## config.mk

```make
export PLATFORM = sky130hd
export DESIGN_NAME = planar_switch_box
export DESIGN_NICKNAME = d
export VERILOG_FILES = /design/src/rtl/psb_pkg.sv /design/src/rtl/psb_cfg_chain.sv /design/src/rtl/psb_track_node.sv /design/src/rtl/planar_switch_box.sv
export SDC_FILE = /design/constraint.sdc
export NUM_CORES = 1
export LEC_CHECK = 0
export ABC_CLOCK_PERIOD_IN_PS = 1250
export BUFFER_PORTS_ARGS = -buffer_cell sky130_fd_sc_hd__buf_2
export CORE_MARGIN = 10
export CORE_UTILIZATION = 45
export DETAILED_ROUTE_END_ITERATION = 6
export MAX_ROUTING_LAYER = met4
export SYNTH_ARGS = -nofsm -noshare
export SYNTH_HDL_FRONTEND = slang
export SYNTH_SLANG_ARGS = --single-unit
export TNS_END_PERCENT = 1
```

## constraint.sdc

```tcl
create_clock -name clk -period 1.25 [get_ports clk]
set_input_delay 0.125 -clock clk [delete_from_list [all_inputs] [get_ports clk]]
set_output_delay 0.125 -clock clk [all_outputs]
set_load 0.03 [all_outputs]
```

## src/rtl/psb_pkg.sv

```systemverilog
package psb_pkg;

   localparam int SIDES = 4;
   localparam int FANOUT = 3;

   typedef enum logic [1:0] {
      SIDE_N = 2'd0,
      SIDE_E = 2'd1,
      SIDE_S = 2'd2,
      SIDE_W = 2'd3
   } side_e;

   // direction slot d of source side src points at this side
   function automatic int dest_side(input int src, input int d);
      return (src + 1 + d) % SIDES;
   endfunction

   // slot that a source side uses to reach destination dst (dst != src)
   function automatic int slot_to(input int src, input int dst);
      return (dst - src + 3) % SIDES;
   endfunction

   function automatic int cfg_index(input int src, input int d, input int k, input int w);
      return (src * FANOUT + d) * w + k;
   endfunction

endpackage

```

## src/rtl/psb_cfg_chain.sv

```systemverilog
module psb_cfg_chain #(
   parameter int NBITS = 48
) (
   input  logic             clk,
   input  logic             rst_n,
   input  logic             shift_en,
   input  logic             bit_in,
   input  logic             commit,
   output logic             scan_out,
   output logic [NBITS-1:0] active
);

   logic [NBITS-1:0] shadow;

   generate
      if (NBITS < 2) begin : g_len_bad
         $error("psb_cfg_chain: NBITS must be at least 2");
      end
   endgenerate

   always_ff @(posedge clk or negedge rst_n) begin
      if (!rst_n) begin
         shadow <= '0;
      end else if (shift_en) begin
         shadow <= {shadow[NBITS-2:0], bit_in};
      end
   end

   always_ff @(posedge clk or negedge rst_n) begin
      if (!rst_n) begin
         active <= '0;
      end else if (commit) begin
         active <= shadow;
      end
   end

   assign scan_out = shadow[NBITS-1];

endmodule

```

## src/rtl/psb_track_node.sv

```systemverilog
module psb_track_node #(
   parameter int FAN = 3
) (
   input  logic [FAN-1:0] src_bit,
   input  logic [FAN-1:0] src_en,
   output logic           drive,
   output logic           clash
);

   logic [FAN-1:0] gated;
   logic [FAN-1:0] pair_hit;

   generate
      if (FAN != 3) begin : g_fan_bad
         $error("psb_track_node: planar box needs exactly three sources");
      end
   endgenerate

   assign gated = src_bit & src_en;

   // pairwise overlap of enables: any pair set means two drivers
   genvar p;
   generate
      for (p = 0; p < FAN; p++) begin : g_pair
         assign pair_hit[p] = src_en[p] & src_en[(p + 1) % FAN];
      end
   endgenerate

   assign drive = |gated;
   assign clash = |pair_hit;

endmodule

```

## src/rtl/planar_switch_box.sv

```systemverilog
module planar_switch_box
   import psb_pkg::*;
#(
   parameter int W = 8
) (
   input  logic         clk,
   input  logic         rst_n,
   input  logic         cfg_shift,
   input  logic         cfg_bit,
   input  logic         cfg_commit,
   output logic         cfg_scan_out,
   input  logic [W-1:0] in_n,
   input  logic [W-1:0] in_e,
   input  logic [W-1:0] in_s,
   input  logic [W-1:0] in_w,
   output logic [W-1:0] out_n,
   output logic [W-1:0] out_e,
   output logic [W-1:0] out_s,
   output logic [W-1:0] out_w,
   output logic [W-1:0] clash_n,
   output logic [W-1:0] clash_e,
   output logic [W-1:0] clash_s,
   output logic [W-1:0] clash_w
);

   localparam int NBITS = SIDES * FANOUT * W;

   generate
      if (W < 1) begin : g_w_bad
         $error("planar_switch_box: W must be at least 1");
      end
   endgenerate

   logic [NBITS-1:0]         act_cfg;
   logic [SIDES-1:0][W-1:0]  in_arr;
   logic [SIDES-1:0][W-1:0]  out_arr;
   logic [SIDES-1:0][W-1:0]  clash_arr;

   assign in_arr = {in_w, in_s, in_e, in_n};

   psb_cfg_chain #(
      .NBITS(NBITS)
   ) u_chain (
      .clk     (clk),
      .rst_n   (rst_n),
      .shift_en(cfg_shift),
      .bit_in  (cfg_bit),
      .commit  (cfg_commit),
      .scan_out(cfg_scan_out),
      .active  (act_cfg)
   );

   genvar t, k, j;
   generate
      for (t = 0; t < SIDES; t++) begin : g_side
         for (k = 0; k < W; k++) begin : g_trk
            logic [FANOUT-1:0] nb_bit;
            logic [FANOUT-1:0] nb_en;
            for (j = 0; j < FANOUT; j++) begin : g_src
               localparam int SRC = (t + 1 + j) % SIDES;
               localparam int IDX = cfg_index(SRC, slot_to(SRC, t), k, W);
               assign nb_bit[j] = in_arr[SRC][k];
               assign nb_en[j]  = act_cfg[IDX];
            end
            psb_track_node #(
               .FAN(FANOUT)
            ) u_node (
               .src_bit(nb_bit),
               .src_en (nb_en),
               .drive  (out_arr[t][k]),
               .clash  (clash_arr[t][k])
            );
         end
      end
   endgenerate

   assign out_n   = out_arr[SIDE_N];
   assign out_e   = out_arr[SIDE_E];
   assign out_s   = out_arr[SIDE_S];
   assign out_w   = out_arr[SIDE_W];
   assign clash_n = clash_arr[SIDE_N];
   assign clash_e = clash_arr[SIDE_E];
   assign clash_s = clash_arr[SIDE_S];
   assign clash_w = clash_arr[SIDE_W];

endmodule

```

==> impl_results.rst, run 1 <==
.. list-table::
   :header-rows: 1

   * - Metric
     - Value
   * - Run status
     - finished with violations
   * - Violated checks
     - setup timing
   * - GP Congestion
     - 0.833
   * - Cells after synthesis
     - between 500 and 600
   * - Cell-by-cell trace of the critical path
     - a222oi_1, inv_1, buf_6
   * - Starting density of the core
     - 45.4%
   * - Delay-heaviest family, CP
     - compound AO/OA/AOI/OAI gates
   * - Setup violation total in the final timing report
     - between 60 and 70
   * - Post-synthesis share of cell area spent on xor and xnor gates
     - 0%
   * - Power per standard cell area
     - 1640 nW/µm²
   * - Part of the power in the clock network
     - between 30% and 40%
   * - Fin Hold WS
     - about 0.15 ns
   * - Number of clock buffers inserted by TritonCTS
     - 17
   * - Proportion of total power due to net switching
     - between 20% and 30%
   * - Worst-Margin Slew
     - around 0.45 ns
   * - Relative slew margins
     - between 60% and 70%
   * - Worst-path maximum fanout
     - 3
   * - Overall power consumption
     - between 15,000 and 20,000 µW
   * - Compound-gate portion of the synthesized area
     - under 10%
   * - Vertical die dimension
     - roughly 160 µm
   * - Postcts setup bufs
     - 0
   * - Synthesized netlist net count
     - around 600
   * - Via-per-instance ratio
     - 5.35
   * - Minimum setup slack among reg-to-reg paths
     - between 0.3 and 0.4 ns
   * - DRC Markers
     - 0
   * - Leakage Power
     - 0.00526 µW
   * - Count of buffers from port buffering
     - around 100
   * - First-pass iteration count of the detailed router
     - 6
   * - Count of buffering cells on the critical path with inverters included
     - 2
   * - Vias in the first global route
     - around 5,300
   * - Area Growth Syn to Fin
     - 16.6%
   * - CP Class
     - reg2out
   * - Fin crit period
     - roughly 1.7 ns
   * - Number of cells after detailed placement
     - about 860
   * - Critical-path cell with the highest stage delay
     - sky130_fd_sc_hd__a222oi_1
   * - Max Slew Vio Count
     - 0
   * - Area share of and/or/nand/nor cells after synthesis
     - 0%
   * - Cell type with the highest aggregate area in the netlist
     - sky130_fd_sc_hd__dfrtp_1
   * - Worst skew pair latency
     - around 0.42 ns
   * - GRT Residual Overflow
     - 0
   * - Placed wire-length estimate
     - 15.9 mm
   * - Maximum clock insertion buffer count
     - 2
   * - CTS clk-pin slew, worst paths
     - ~0.07 ns
   * - Endpoint kind of the worst setup timing path
     - primary output
   * - Number of levels the H-tree was split into
     - 4
   * - Required time of the critical path
     - around 1.1 ns
   * - Routed WL per cell
     - 23.8 µm
   * - Unique cell type count in the Yosys netlist
     - 11
   * - Register bit count reported by yosys
     - about 190
   * - Sw Pwr
     - approximately 4500 µW
   * - Minimum setup slack after placement
     - 0.00852 ns
   * - Die extent in x
     - about 160 µm
   * - Share of power burned in registers
     - 46.5%
   * - Maximum VDD drop
     - 1.06 mV
   * - Peak Freq
     - around 580 MHz
   * - Final Hold Fails
     - 0
   * - Number of nets in the finished design
     - 657
   * - Global-route usage over all layers
     - between 10% and 20%
   * - Number of antenna violations at the first check in global routing
     - 0
   * - Share of synthesized area occupied by flip-flops and latches
     - 54.8%
   * - Wire length of the first global-routing pass
     - roughly 34 mm
   * - Maximum number of pins on one net before global-route repair
     - between 40 and 50
   * - Dominant combinational cell family by area after synthesis
     - multiplexers
   * - Vias after detailed routing
     - roughly 4,800
   * - Die Area
     - roughly 25,000 µm²
   * - Area of the core
     - ~19,000 µm²
   * - Num rows
     - 51
   * - Post-synthesis mux area share
     - about 28%
   * - Smallest setup slack after layout
     - -0.471 ns
   * - Cell area after synthesis
     - around 8800 µm²
   * - Fraction of the cycle the final worst path needs
     - 138%
   * - Layout cell share with drive strength beyond 1
     - between 50% and 60%
   * - Layout Cells excl Fill
     - 898
   * - Buffer type at the clock tree root
     - sky130_fd_sc_hd__clkbuf_16
   * - Share of synthesized cell area in full adder, half adder and majority cells
     - 3.65%
   * - Count of inserted antenna diode cells
     - 0
   * - Number of DRC markers in iteration 0
     - around 420
   * - Worst min-delay path category
     - in2reg
   * - Yosys warning total
     - 0
   * - Total of max-cap violations
     - 0
   * - Post-Syn Area per Cell
     - 15.5 µm²
   * - Combinational share of power
     - 17.1%
   * - Internal Pwr Total
     - about 12,000 µW
   * - Routed WL
     - roughly 21 mm
   * - Count of boundary I/O pins
     - about 100
   * - Fraction of synthesized cell area taken by the top area cell type
     - around 55%
   * - CP arrival
     - approximately 1.6 ns
   * - RSZ-0062 raised after global routing
     - true
   * - Top post-synthesis cells by area
     - sky130_fd_sc_hd__dfrtp_1 55%, sky130_fd_sc_hd__mux2_2 14%, sky130_fd_sc_hd__mux2_4 14%, sky130_fd_sc_hd__buf_4 5.5%, sky130_fd_sc_hd__a222oi_1 3.7%
   * - Crit path largest cell delay
     - 0.47 ns
   * - Post-route clock skew
     - about 0.005 ns
   * - Detail Route Antenna Nets
     - 0
   * - Critical Path Source Type
     - flop
   * - Sinks on the clock net
     - 192
   * - CTS tree
     - yes
## synth_stat cells
cell type,count
sky130_fd_sc_hd__inv_1,32
sky130_fd_sc_hd__buf_6,2
sky130_fd_sc_hd__mux2_2,112
sky130_fd_sc_hd__buf_12,8
sky130_fd_sc_hd__buf_4,64
sky130_fd_sc_hd__dfrtp_1,192
sky130_fd_sc_hd__maj3_1,32
sky130_fd_sc_hd__mux2_4,80
sky130_fd_sc_hd__buf_8,2
sky130_fd_sc_hd__buf_2,10
sky130_fd_sc_hd__a222oi_1,32
## cell type report
cell class                 instances  area (µm²)
inverter                          32         120
sequential                       192        4810
multi-input combinational        256        3140
timing repair buffer             121        1160
clock buffer                      22         494
fill                            1600        9100
clock inverter                    10         179
tap                              265         332
## through the flow
stage	TNS, ns	util [%]	instance area, µm²
6_report	-15.97	52.9	10200
5_1_grt	-20.10	52.9	10200
4_1_cts	-16.93	52.9	10200
3_5_place_dp	0	47.3	9150
3_3_place_gp	0	47.3	9150
2_1_floorplan	0	-	8770
## per-layer routing
layer	vias up	global-route usage, %	wire, µm
met4	0	3.92	162
li1	2096	-	-
met5	-	-	0
met1	2568	25.1	10600
met3	16	3.32	765
met2	124	25.2	9830
## cells by family after synthesis
| logic type | count (synthesis) |
|---|---|
| mux | 192 |
| flops | 192 |
| buf+inv | 118 |
| compound gates | 32 |
| fa+ha+maj | 32 |
## placed cells by master, fill, tap and decap left out
cell type	instances
sky130_fd_sc_hd__mux2_4	80
sky130_fd_sc_hd__dfrtp_1	191
sky130_fd_sc_hd__maj3_2	31
sky130_fd_sc_hd__buf_12	11
sky130_fd_sc_hd__clkinv_2	4
sky130_fd_sc_hd__buf_2	42
sky130_fd_sc_hd__maj3_1	1
sky130_fd_sc_hd__dlygate4sd3_1	2
sky130_fd_sc_hd__dfrtp_2	1
sky130_fd_sc_hd__clkbuf_8	6
sky130_fd_sc_hd__a222oi_1	32
sky130_fd_sc_hd__buf_6	55
sky130_fd_sc_hd__clkbuf_16	17
sky130_fd_sc_hd__buf_4	10
sky130_fd_sc_hd__bufinv_16	5
sky130_fd_sc_hd__inv_1	32
sky130_fd_sc_hd__mux2_2	112
sky130_fd_sc_hd__clkinv_4	1
## sequential cells by signal (all words and copies together), names as in the netlist
register and count:
u_chain.shadow 96, u_chain.active 96
## path summary, 6_finish.rpt
path,startpoint,endpoint,cells past startpoint
worst max-delay path,u_chain.active[92]$_DFFE_PN0P_,out_s[4],3
worst min-delay path,cfg_shift,u_chain.shadow[94]$_DFFE_PN0P_,2
worst max register to register,u_chain.shadow[19]$_DFFE_PN0P_,u_chain.shadow[20]$_DFFE_PN0P_,1
worst min register to register,u_chain.shadow[50]$_DFFE_PN0P_,u_chain.shadow[50]$_DFFE_PN0P_,1
max in group asynchronous,rst_n,u_chain.shadow[29]$_DFFE_PN0P_,3
min in group asynchronous,rst_n,u_chain.shadow[36]$_DFFE_PN0P_,2
## timing repair
action	4_1_cts	5_1_grt
endpoints found under the hold margin	41	0
hold buffers	2	0
pin swaps	40	6
endpoints found under the setup margin	64	64
resized for setup	141	2
## power by group through the flow
| stage | combinational, µW | clock [µW] | sequential (µW) |
|---|---|---|---|
| after floorplan | 2160 | 0 | 7550 |
| after global routing | 3080 | 6480 | 7930 |
| final | 2880 | 6120 | 7820 |
| after CTS | 2910 | 6220 | 7810 |
| after global placement | 2500 | 0 | 7860 |
| after detailed placement | 2560 | 0 | 7910 |
(Power assumes the default switching activity.)
==> inputs of run 2 (changes only) <==
Settings changed: ABC_AREA from default to 1, CAP_MARGIN from default to 30.
==> impl_results.rst, run 2 <==
.. list-table::
   :header-rows: 1

   * - Metric
     - Value
   * - Run status
     - finished with violations
   * - Violated checks
     - setup timing
   * - Worst-Margin Slew
     - 0.362 ns (-0.0916 ns)
   * - Leading cell type in the layout, fill and taps excluded
     - sky130_fd_sc_hd__nand2_1
   * - Register Area
     - 4810 µm² (about the same)
   * - Critical-path cell with the highest stage delay
     - sky130_fd_sc_hd__dfrtp_1
   * - Number of nets in the finished design
     - 1,200 (+83%)
   * - Vias in the first global route
     - 6,485 (+22%)
   * - Synthesized netlist net count
     - 1,167 (+94%)
   * - Via-per-instance ratio
     - 4.75 (-11%)
   * - Maximum number of pins on one net before global-route repair
     - 70 (+63%)
   * - Detail Route Antenna Nets
     - 0 (unchanged)
   * - Count of boundary I/O pins
     - 102 (unchanged)
   * - Footprint of the multi-input gates
     - 2940 µm² (-6.3%)
   * - Final Hold Fails
     - 0 (unchanged)
   * - Register bit count reported by yosys
     - 192 (unchanged)
   * - Fin crit period
     - 1.34 ns (-0.382 ns)
   * - Fin Hold WS
     - 0.0538 ns (-0.0934 ns)
   * - Die extent in x
     - 161 µm (+1.1%)
   * - Cell area after synthesis
     - 9000 µm² (+2.6%)
   * - Setup violation total in the final timing report
     - 64 (unchanged)
   * - Global routing usage on met3
     - 3.63% (+0.32 points)
   * - Top post-synthesis cells by area
     - sky130_fd_sc_hd__dfrtp_1 53%, sky130_fd_sc_hd__nand2_1 16%, sky130_fd_sc_hd__o21ai_0 9.7%, sky130_fd_sc_hd__inv_1 8.0%, sky130_fd_sc_hd__buf_4 6.3%
   * - Routed WL per cell
     - 15.6 µm (-34%)
   * - Area Growth Syn to Fin
     - 17.4%
   * - Routed WL
     - 22.4 mm (+5.0%)
   * - DRC Markers
     - 0 (unchanged)
   * - Crit path largest cell delay
     - 0.41 ns (-0.06 ns)
   * - Worst-path maximum fanout
     - 4 (+1)
   * - Number of clock buffers inserted by TritonCTS
     - 17 (unchanged)
   * - Worst skew pair latency
     - 0.43 ns (about the same)
   * - Endpoint kind of the worst setup timing path
     - primary output
   * - M2 GR Usage
     - 26.9% (+1.7 points)
   * - Placed Instance Area
     - 9320 µm² (+1.9%)
   * - Number of DRC markers in iteration 0
     - 426 (+0.47%)
   * - Layout Cells excl Fill
     - 1,439 (+60%)
   * - Cells after synthesis
     - 1,130 (+100%)
   * - Post-Syn Area per Cell
     - 7.97 µm² (-49%)
   * - Count of inserted antenna diode cells
     - 0 (unchanged)
   * - First-pass iteration count of the detailed router
     - 7 (+1)
   * - Sinks on the clock net
     - 192 (unchanged)
   * - Peak-usage layer in the global routing report
     - met2
   * - Layout cell share with drive strength beyond 1
     - 16.8% (-42 points)
   * - Maximum VDD drop
     - 0.915 mV (-14%)
   * - Number of cells after detailed placement
     - 1,403 (+62%)
   * - Global-route usage over all layers
     - 17.7% (+0.24 points)
   * - Power per standard cell area
     - 1660 nW/µm² (+1.2%)
   * - Cell-by-cell trace of the critical path
     - nand2_1, nand3_2, buf_6
   * - CTS clk-pin slew, worst paths
     - 0.07 ns (about the same)
   * - # fillers
     - 1,854 (+16%)
   * - Total of max-cap violations
     - 0 (unchanged)
   * - Leading cell type by number of instances after synthesis
     - sky130_fd_sc_hd__nand2_1
   * - Final instance area
     - 10,600 µm² (+3.3%)
   * - Buffer type at the clock tree root
     - sky130_fd_sc_hd__clkbuf_16
   * - RSZ-0062 raised after global routing
     - true
   * - Final setup TNS
     - -2.78 ns (+13.19 ns)
   * - Yosys warning total
     - 0 (unchanged)
   * - CP arrival
     - 1.21 ns (-0.39 ns)
   * - Synth async-reset ratio
     - 100% (unchanged)
   * - Placed wire-length estimate
     - 15.9 mm (+0.33%)
   * - CTS tree
     - yes
   * - Relative slew margins
     - 75.9% (+6.1 points)
   * - Required time of the critical path
     - 1.12 ns (about the same)
   * - Wire length of the first global-routing pass
     - 35.9 mm (+6.7%)
   * - Number of enable-type register cells in the synthesized netlist
     - 0 (unchanged)
   * - GP Congestion
     - 0.798 (-4.1%)
   * - Maximum clock insertion buffer count
     - 2 (unchanged)
   * - Fraction of the cycle the final worst path needs
     - 107% (-31 points)
   * - Count of buffers from port buffering
     - 101 (unchanged)
   * - Unique cell type count in the Yosys netlist
     - 10 (-1)
   * - Share of synthesized area occupied by flip-flops and latches
     - 53.4% (-1.4 points)
   * - Area of the core
     - 19,600 µm² (+1.3%)
   * - Biggest registers after layout
     - u_chain.active x96, u_chain.shadow x96
   * - Overall power consumption
     - 17,600 µW (+4.5%)
   * - CP Class
     - reg2out
   * - Vias after detailed routing
     - 6,838 (+42%)
   * - GRT Residual Overflow
     - 0 (unchanged)
   * - Smallest setup slack after layout
     - -0.0884 ns (+0.382 ns)
   * - Number of levels the H-tree was split into
     - 4 (unchanged)
   * - Num rows
     - 51 (unchanged)
   * - Primary flip-flop cell chosen by synthesis mapping
     - sky130_fd_sc_hd__dfrtp_1
   * - Fraction of synthesized cell area taken by the top area cell type
     - 53.4% (-1.4 points)
   * - Max Slew Vio Count
     - 0 (unchanged)
   * - Grt met1 use
     - 24.0% (-1.1 points)
   * - Die Area
     - 26,100 µm² (+2.3%)
   * - Cell type with the highest aggregate area in the netlist
     - sky130_fd_sc_hd__dfrtp_1
   * - Starting density of the core
     - 45.9% (+0.58 points)
   * - Minimum setup slack among reg-to-reg paths
     - 0.34 ns (-0.03 ns)
   * - Most frequent cells after synthesis
     - 384 x sky130_fd_sc_hd__nand2_1, 192 x sky130_fd_sc_hd__dfrtp_1, 192 x sky130_fd_sc_hd__inv_1, 174 x sky130_fd_sc_hd__o21ai_0, 75 x sky130_fd_sc_hd__buf_4
   * - Commonest non-fill, non-tap cells in the layout
     - 380 x sky130_fd_sc_hd__nand2_1, 192 x sky130_fd_sc_hd__inv_1, 188 x sky130_fd_sc_hd__dfrtp_1
   * - Leakage Power
     - 0.00514 µW (-2.4%)
   * - Critical Path Source Type
     - flop
   * - Vertical die dimension
     - 161 µm (+1.1%)
   * - Peak Freq
     - 747 MHz (+29%)
   * - Number of antenna violations at the first check in global routing
     - 0 (unchanged)
   * - Post-route clock skew
     - 0.00621 ns (+0.00130 ns)
   * - Worst min-delay path category
     - in2reg
[run 2: cells by family (layout without fill, tap and decap cells)]
group / Yosys count / count (layout) / synth area share [%]
simple gates: 448 / 448 / 19.6
buf+inv: 298 / 342 / 16.4
compound gates: 192 / 192 / 10.7
flops: 192 / 192 / 53.4
[run 2: stage by stage]
step	setup slack, ns	utilization [%]
after floorplan	0.454	-
after global placement	0.307	47.6
after detailed placement	0.288	47.6
after CTS	-0.0971	53.6
after global routing	-0.131	53.9
final	-0.0884	53.9
[run 2: path summary, 6_finish.rpt]
path,cells after the start,from,end
min reg2reg,2,u_chain.shadow[25]$_DFFE_PN0P_,u_chain.shadow[26]$_DFFE_PN0P_
max in group asynchronous,3,rst_n,u_chain.shadow[9]$_DFFE_PN0P_
min,2,cfg_shift,u_chain.shadow[94]$_DFFE_PN0P_
min in group asynchronous,2,rst_n,u_chain.shadow[0]$_DFFE_PN0P_
max reg2reg,4,u_chain.active[18]$_DFFE_PN0P_,u_chain.active[18]$_DFFE_PN0P_
max,3,u_chain.active[9]$_DFFE_PN0P_,clash_s[1]
[run 2: critical path, delay by kind of cell (launching register included)]
kind / cells / cell delay (ns)
AND/OR/NAND/NOR: 2 / 0.22
flip-flops: 1 / 0.41
buffers and inverters: 1 / 0.16
[run 2: cell type report]
class	instances	area share [%]
multi-input cells	640	27.8
clock buffers	20	4.32
clock inverters	10	1.08
flip-flops and latches	192	45.5
repair buffers	120	11.3
well taps	265	3.14
inverters	192	6.82
[run 2: where the power goes]
group | switching (µW) | leakage [µW] | internal [µW]
Sequential | 1080 | 0.00253 | 7220
Clock | 2330 | 0.000270 | 3020
Combinational | 2360 | 0.00234 | 1580
[run 2: routing by layer]
layer	vias up	part of all wire [%]
met3	18	4.7
met2	119	46
met5	-	0
met4	0	1.0
met1	3245	48
li1	3456	-
[run 2: repair_timing]
item / CTS / global route
gates resized for setup: 162 / 16
pin swaps: 88 / 27
hold buffers: 2 / 0
endpoints found under the setup margin: 64 / 64
hold endpoints to repair: 173 / 0
buffers inserted: 3 / 1
==> inputs of run 3 (changes only) <==
Settings changed: CORE_UTILIZATION 45 to 35, CTS_CLUSTER_DIAMETER from default to 150.
==> impl_results.rst, run 3 (same netlist as run 2, synthesis figures left out) <==
.. list-table::
   :header-rows: 1

   * - Metric
     - Value
   * - Number of nets in the finished design
     - 1,199 (-0.083%)
   * - Worst R2R End
     - u_chain.active[81]$_DFFE_PN0P_
   * - WHS Path Cells
     - 2 (unchanged)
   * - CP Launch Point
     - u_chain.active[67]$_DFFE_PN0P_
   * - Layout cell share with drive strength beyond 1
     - 17.8% (+1.0 points)
   * - Final setup TNS
     - -3.37 ns (-0.597 ns)
   * - Commonest non-fill, non-tap cells in the layout
     - 375 x sky130_fd_sc_hd__nand2_1, 192 x sky130_fd_sc_hd__inv_1, 190 x sky130_fd_sc_hd__dfrtp_1
   * - Hold Path End
     - u_chain.active[21]$_DFFE_PN0P_
   * - Via-per-instance ratio
     - 4.59 (-3.4%)
   * - Fin Hold WS
     - 0.0265 ns (-0.0273 ns)
   * - Area of the core
     - 25,300 µm² (+29%)
   * - Number of clock buffers inserted by TritonCTS
     - 17 (unchanged)
   * - Violated checks
     - setup timing
   * - Maximum clock insertion buffer count
     - 2 (unchanged)
   * - Layout Cells excl Fill
     - 1,506 (+4.7%)
   * - Worst min-delay path category
     - in2reg
   * - Required time of the critical path
     - 1.12 ns (about the same)
   * - Worst-Margin Slew
     - 0.473 ns (+0.111 ns)
   * - Num rows
     - 58 (+14%)
   * - Die extent in x
     - 180 µm (+12%)
   * - Vias after detailed routing
     - 6,912 (+1.1%)
   * - DRC Markers
     - 0 (unchanged)
   * - Final Hold Fails
     - 0 (unchanged)
   * - Leakage Power
     - 0.00518 µW (+0.82%)
   * - Critical Path Source Type
     - flop
   * - Start of the worst register-to-register path
     - u_chain.active[81]$_DFFE_PN0P_
   * - Number of levels the H-tree was split into
     - 4 (unchanged)
   * - Max Slew Vio Count
     - 0 (unchanged)
   * - Leading cell type in the layout, fill and taps excluded
     - sky130_fd_sc_hd__nand2_1
   * - CP arrival
     - 1.23 ns (+0.02 ns)
   * - Sinks on the clock net
     - 192 (unchanged)
   * - Fin crit period
     - 1.36 ns (+0.0214 ns)
   * - # fillers
     - 2,508 (+35%)
   * - Number of cells on the worst reg-to-reg path
     - 3 (-1)
   * - Die Area
     - 32,500 µm² (+25%)
   * - Endpoint kind of the worst setup timing path
     - primary output
   * - Run status
     - finished with violations
   * - Maximum VDD drop
     - 0.721 mV (-21%)
   * - Starting density of the core
     - 35.6% (-10 points)
   * - First-pass iteration count of the detailed router
     - 5 (-2)
   * - RSZ-0062 raised after global routing
     - true
   * - Power per standard cell area
     - 1640 nW/µm² (-1.4%)
   * - Total of max-cap violations
     - 0 (unchanged)
   * - Count of buffers from port buffering
     - 101 (unchanged)
   * - CP Class
     - reg2out
   * - CTS clk-pin slew, worst paths
     - 0.07 ns (about the same)
   * - Setup violation total in the final timing report
     - 64 (unchanged)
   * - Number of DRC markers in iteration 0
     - 453 (+6.3%)
   * - GRT Residual Overflow
     - 0 (unchanged)
   * - Peak Freq
     - 735 MHz (-1.6%)
   * - Routed WL per cell
     - 15.4 µm (-1.2%)
   * - Relative slew margins
     - 68.5% (-7.4 points)
   * - Routed WL
     - 23.2 mm (+3.4%)
   * - CTS tree
     - yes
   * - Detail Route Antenna Nets
     - 0 (unchanged)
   * - Minimum setup slack among reg-to-reg paths
     - 0.46 ns (+0.12 ns)
   * - Vertical die dimension
     - 180 µm (+12%)
   * - Buffer type at the clock tree root
     - sky130_fd_sc_hd__clkbuf_16
   * - Area Growth Syn to Fin
     - 18.4%
   * - Worst-path maximum fanout
     - 4 (unchanged)
   * - Count of boundary I/O pins
     - 102 (unchanged)
   * - GP Congestion
     - 0.810 (+1.4%)
   * - Number of cells after detailed placement
     - 1,469 (+4.7%)
   * - Post-route clock skew
     - 0.0104 ns (+0.00419 ns)
   * - Global-route usage over all layers
     - 14.7% (-3.0 points)
   * - Biggest registers after layout
     - u_chain.active x96, u_chain.shadow x96
   * - Smallest setup slack after layout
     - -0.110 ns (-0.0214 ns)
   * - Maximum number of pins on one net before global-route repair
     - 88 (+26%)
   * - Vias in the first global route
     - 6,924 (+6.8%)
   * - Number of antenna violations at the first check in global routing
     - 1 (+1)
   * - Placed wire-length estimate
     - 16.7 mm (+4.9%)
   * - Wire length of the first global-routing pass
     - 37.6 mm (+4.7%)
   * - Min-delay src
     - cfg_commit
   * - Fraction of the cycle the final worst path needs
     - 109% (+1.7 points)
   * - Worst skew pair latency
     - 0.44 ns (about the same)
[run 3: cell types whose count changed in the layout (fill, tap and decap cells not counted), sizes merged]
cell,previous run,this run
bufinv,2,1
clkbuf,21,19
clkinv,4,7
clkinvlp,4,2
diode,0,1
inv,192,195
[run 3: layer usage]
| layer | track usage, % | up-vias | wire length (µm) |
|---|---|---|---|
| met5 | - | - | 0 |
| met4 | 4.72 | 0 | 461 |
| met3 | 3.05 | 26 | 810 |
| met2 | 22.9 | 105 | 11100 |
| met1 | 18.9 | 3324 | 10800 |
| li1 | - | 3457 | - |
[run 3: worst max path at each step]
stage / slack (ns) / cells after the start / to
final: -0.11 / 3 / clash_e[3]
after global routing: -0.15 / 3 / out_e[3]
after CTS: -0.11 / 3 / clash_e[3]
after detailed placement: 0.26 / 3 / clash_s[7]
after global placement: 0.27 / 3 / out_s[7]
after floorplan: 0.45 / 3 / clash_e[0]
[run 3: critical path, stage by stage, from the launching register on]
cell,delay [ns]
sky130_fd_sc_hd__dfrtp_1,0.43
sky130_fd_sc_hd__nand2_1,0.10
sky130_fd_sc_hd__nand3_2,0.10
sky130_fd_sc_hd__buf_6,0.16
[run 3: report_power, final]
group	switching (µW)	internal (µW)
logic	2400	1580
registers	1070	7210
clock network	2420	2800
total	5890	11600
[run 3: through the flow]
stage / setup slack [ns] / total power (µW) / cell area (µm²) / utilization (%)
after detailed placement: 0.260 / 11700 / 9400 / 37.2
final: -0.110 / 17500 / 10700 / 42.2
after global routing: -0.146 / 18500 / 10700 / 42.2
after global placement: 0.268 / 11600 / 9400 / 37.2
after floorplan: 0.454 / 10800 / 9000 / -
after CTS: -0.111 / 17600 / 10600 / 41.9
[run 3: area by class of cell]
| class | count | area (µm²) | share of cell area, % |
|---|---|---|---|
| multi-input combinational | 640 | 3000 | 28.1 |
| timing repair buffer | 119 | 1170 | 11.0 |
| antenna | 1 | 2.50 | 0.0235 |
| tap | 330 | 413 | 3.87 |
| sequential | 192 | 4810 | 45.1 |
| clock buffer | 19 | 443 | 4.15 |
| inverter | 192 | 721 | 6.76 |
| clock inverter | 13 | 110 | 1.03 |
[run 3: timing repair]
item | 4_1_cts | 5_1_grt
resized for setup | 172 | 17
hold buffers | 2 | 0
buffers inserted | 1 | 1
pin swaps | 85 | 28
setup endpoints to repair | 64 | 64
endpoints found under the hold margin | 193 | 0
